File: src/rtl/thermal_throttle.sv
module thermal_throttle #(
  parameter int SLOT_CYCLES = 4
) (
  input  logic       clk,
  input  logic       rst_n,
  input  logic       auto_en,
  input  logic       temp_trip,
  input  logic       temp_release,
  input  logic       ctl_we,
  input  logic [7:0] ctl_wdata,
  output logic       clk_gate_en,
  output logic       throttle_active
);
  localparam int CW = (SLOT_CYCLES > 1) ? $clog2(SLOT_CYCLES) : 1;
  localparam logic [CW-1:0] CYC_LAST = CW'(SLOT_CYCLES - 1);
  localparam logic [2:0] HALF = 3'd4;

  logic [CW-1:0] cyc;
  logic [2:0]    slot;
  logic          hot;
  logic          od_en;
  logic [2:0]    od_duty;
  logic          act_q;
  logic [2:0]    on_q;

  logic       period_end, auto_src, req_act;
  logic [2:0] req_on;

  assign period_end = (slot == 3'd7) && (cyc == CYC_LAST);
  assign auto_src   = auto_en && hot;
  assign req_act    = auto_src || od_en;
  assign req_on     = auto_src ? HALF : ((od_duty == 3'd0) ? HALF : od_duty);

  always_ff @(posedge clk) begin
    if (!rst_n) begin
      cyc  <= '0;
      slot <= '0;
    end else if (cyc == CYC_LAST) begin
      cyc  <= '0;
      slot <= slot + 3'd1;
    end else begin
      cyc <= cyc + CW'(1);
    end
  end

  always_ff @(posedge clk) begin
    if (!rst_n)            hot <= 1'b0;
    else if (temp_trip)    hot <= 1'b1;
    else if (temp_release) hot <= 1'b0;
  end

  always_ff @(posedge clk) begin
    if (!rst_n) begin
      od_en   <= 1'b0;
      od_duty <= 3'd0;
    end else if (ctl_we) begin
      od_en   <= ctl_wdata[4];
      od_duty <= ctl_wdata[3:1];
    end
  end

  always_ff @(posedge clk) begin
    if (!rst_n) begin
      act_q <= 1'b0;
      on_q  <= 3'd0;
    end else if (period_end) begin
      act_q <= req_act;
      on_q  <= req_on;
    end
  end

  assign clk_gate_en     = !act_q || (slot < on_q);
  assign throttle_active = act_q;
endmodule

File: config.mk
export PLATFORM = sky130hd
export DESIGN_NAME = thermal_throttle
export DESIGN_NICKNAME = d
export VERILOG_FILES = /design/src/rtl/thermal_throttle.sv
export SDC_FILE = /design/constraint.sdc
export NUM_CORES = 1
export LEC_CHECK = 0
export ABC_AREA = 1
export BUFFER_PORTS_ARGS = -buffer_cell sky130_fd_sc_hd__buf_2
export CORE_AREA = 2 2 39 41
export CTS_CLUSTER_DIAMETER = 120
export DETAILED_ROUTE_END_ITERATION = 6
export DIE_AREA = 0 0 41 43
export GPL_TIMING_DRIVEN = 0
export HOLD_SLACK_MARGIN = 0.15
export PLACE_DENSITY_LB_ADDON = 0.25
export SYNTH_ARGS = -nofsm -noshare
export SYNTH_HDL_FRONTEND = slang
export SYNTH_SLANG_ARGS = --single-unit
export TNS_END_PERCENT = 1
File: constraint.sdc
create_clock -name clk -period 2.8 [get_ports clk]
set_input_delay 0.56 -clock clk [delete_from_list [all_inputs] [get_ports clk]]
set_output_delay 0.56 -clock clk [all_outputs]
set_load 0.02 [all_outputs]
=== Yosys cells after proc, flatten, opt, wreduce, memory -nomap -nowiden ===
Cells that the tools add are included.

* $add $sub $neg: 2
* Order comparisons: 1
* Eq/ne operators: 2
* Muxes and demuxes: 4
* Bitwise logic cells: 1
* Reduce and logical (&&, ||, !) cells: 8

{| class="wikitable"
|+ Operators by type and width
! kind !! number
|-
| 3-bit two-way mux || 2
|-
| 3-bit by 1-bit adder with 3-bit output (second input constant) || 1
|-
| 3-bit equality test (second input constant) || 1
|-
| 3-bit logical NOT || 1
|-
| 3-bit less-than comparator || 1
|-
| 2-bit by 1-bit adder with 2-bit output (second input constant) || 1
|-
| 2-bit equality test (second input constant) || 1
|-
| 1-bit logical AND || 2
|-
| 1-bit logical OR || 2
|-
| 1-bit two-way mux || 2
|-
| 2-bit nonzero test || 1
|-
| 2-bit OR reduction || 1
|-
| 1-bit logical NOT || 1
|-
| 1-bit inverter || 1
|}

* Register bits after elaboration: 14
* Bits of input ports: 14
* Output and inout port bits: 2
* Logic and storage cells: 25

=== Logic depth before layout (Yosys ltp) ===
* Word-level depth: 3
* Mapped depth: 6
* Mapped depth without buffers: 6

=== Worst setup path after synthesis ===
OpenSTA, ideal clock, no wires.

* Kind: register to output
* Start point: reg on_q[2]
* End point: out clk_gate_en
* Arrival time: 0.944 ns
* Required time: 2.240 ns
* Setup slack: 1.296 ns
* Cell stages (with the launch flop): 6
* Path buffers: 0
* Cells stage by stage: dfxtp_1 -> inv_1 -> ha_1 -> a21oi_1 -> nand2_1 -> nand2_1

* Cells in the longest elaborated chain, start to end: 2

{| class="wikitable"
|+ Ends and longest elaborated chain
! item !! RTL line !! RTL
|-
| start: declaration || 24 || <nowiki>logic [2:0] on_q;</nowiki>
|-
| start signal: assignment || 68 || <nowiki>on_q <= req_on;</nowiki>
|-
| 3-bit less-than comparator || 72 || <nowiki>assign clk_gate_en = !act_q || (slot < on_q);</nowiki>
|-
| 1-bit logical OR || 72 ||
|-
| end: declaration || 11 || <nowiki>output logic clk_gate_en,</nowiki>
|}

No other way between the ends.

=== Final worst setup path ===
Same ends and word-level chain as after synthesis.

==> reports/results.tsv <==
metric	value	unit
post-CTS setup buffers	0	
Worst setup EP type	primary output	
DR vias/cell	4.591	
Routed WL per cell	9.891	µm
RSZ-0062 raised after global routing	false	
design area	716.9	µm²
synth top area cells	dfxtp_1, ha_1, nand2_1, nor2_1, a21oi_1	
cell count after placement	106	
Antenna Nets Post-Route	0	
Final Setup Violations	0	
Yosys top cell by area	dfxtp_1	
DRT iter0 DRCs	6	
layout cells sized above 1	0.1915	
Static Leak	0.0003747	µW
most frequent cells in the layout	nand2_1, nor2_1, dfxtp_1	
CTS tree	yes	
core footprint	1384	µm²
Final #Nets	114	
post-cts resize count	0	
Worst slew margin	0.8084	
Max Cap Viol	0	
global-route wire length before repair	1876	µm
Power Dens Cells	552.1	nW/µm²
startpoint types	flop	
Netlist cell types	13	
Ys Warns	0	
Pins Over Slew Limit	0	
Die W	41	µm
Clock Sinks	14	
post-synth top area share	0.4628	
Clock Skews	0.004794	ns
crit path DAT	1.33	ns
critical path fanouts, max	2	
register area share after synthesis	0.4628	
DIE HEIGHT	43	µm
CTS buffer count	3	
CTS HTree Levels	1	
min Tclk post-route	1.885	ns
placed cell area	680.7	µm²
Post-CTS Hold Buffers	0	
initial core utilization	0.4376	
Post-Synthesis Cells	79	
outcome	completed	
DIE AREA	1763	µm²
Cell Area, Synth	605.6	µm²
Residual DRC	0	
Bufs on Longest Clock Path	2	
Fmax	530.4	MHz
post-DP HPWL	791	µm
Seq cells post-synth	14	
Layout area overhead	18.39	%
most common cell after layout, fill and taps aside	nand2_1	
Non-Filler Instances	110	
gr ovfl total	0	
1st-pass router iterations	4	
worst slack, placed	1.206	ns
ant diodes	0	
worst skew pair latency	0.28	ns
DR vias	505	
Fin Setup TNS	0	ns
I/O pin cnt	16	
Avg Cell Area, Syn	7.666	µm²
clock-pin slew on the worst setup and hold paths	0.09	ns
post-synth net total	98	
CTS root buffer	clkbuf_4	
VDD IR max	0.2715	mV
# rows	14	
Final Hold Fails	0	
initial antenna violation count	0	
WP data required	2.24	ns
Final period util	0.6733	
worst hold path class	reg2reg	
vias in the first global route	474	
Worst Tran Pin Value	0.2874	ns
overall power	395.8	µW
Routed WL	1088	µm
Tot GR Track Use	0.1609	
critical path class	reg2out	
Final WS setup	0.9148	ns
largest net degree at the start of global routing	11	
buffers added on ports	11	
Filler cells	142	
GP Congestion	0.6921	
metal layers:
metal,track usage,vias up,routed length [µm]
met4,0.1000,0,29
met1,0.2046,211,537
met5,0,-,0
met3,0.04712,4,34
met2,0.2281,9,486
li1,-,281,-
registers in the layout, indices dropped and copies added (netlist names):
name and cells:
cyc 2, hot 1, od_duty 3, od_en 1
on_q 3, slot 3, throttle_active 1
final timing paths:
kind                                      startpoint                      endpoint  slack [ns]  cells past startpoint
worst max-delay path            on_q[2]$_SDFFE_PN0P_                   clk_gate_en        0.91                      6
worst min-delay path               cyc[0]$_SDFF_PP0_             cyc[0]$_SDFF_PP0_        0.45                      1
worst max register to register  slot[1]$_SDFFE_PN0P_  throttle_active$_SDFFE_PN0P_        1.62                      6
worst min register to register     cyc[0]$_SDFF_PP0_             cyc[0]$_SDFF_PP0_        0.45                      1
Yosys cell counts:
cell	count
inv_1	10
nand3_1	2
nor2_1	14
nand2_4	1
o21ai_0	6
ha_1	5
and3_1	1
buf_4	1
a21oi_1	8
nand2_1	15
nor3_1	1
dfxtp_1	14
nand2_2	1
worst max-delay path, cell delays in order (launching register included):
cell and delay, ns:
dfxtp_1 0.31, inv_1 0.04, ha_1 0.28, a21oi_1 0.15
nand2_1 0.07, nand2_1 0.05, buf_2 0.15
through the flow:
stage                     utilization  hold slack, ns
after detailed placement       0.4919          0.4297
after floorplan                     -          0.4037
after global placement         0.4919          0.4193
final                          0.5181          0.4490
after CTS                      0.5181          0.4459
after global routing           0.5181          0.4837
logic make-up (layout without fill, tap and decap cells):
logic type | count (synthesis) | after routing | synth area share
simple gates | 35 | 35 | 0.2438
compound gates | 14 | 14 | 0.1157
fa+ha+maj | 5 | 5 | 0.1033
buf+inv | 11 | 26 | 0.07439
flops | 14 | 14 | 0.4628
layout make-up:
type	instances	area [µm²]	area share
well taps	16	20.02	0.02792
plain buffers	1	7.507	0.01047
repair buffers	11	55.05	0.07679
inverters	10	37.54	0.05236
flip-flops and latches	14	280.3	0.3909
multi-input cells	54	280.3	0.3909
clock buffers	4	36.28	0.05061
power breakdown:
| part | internal, µW | switching, µW |
|---|---|---|
| sequential | 210 | 5.67 |
| combinational | 15.4 | 17.9 |
| clock | 79.1 | 67.8 |
Note: power is estimated with default switching activity, not from simulation.
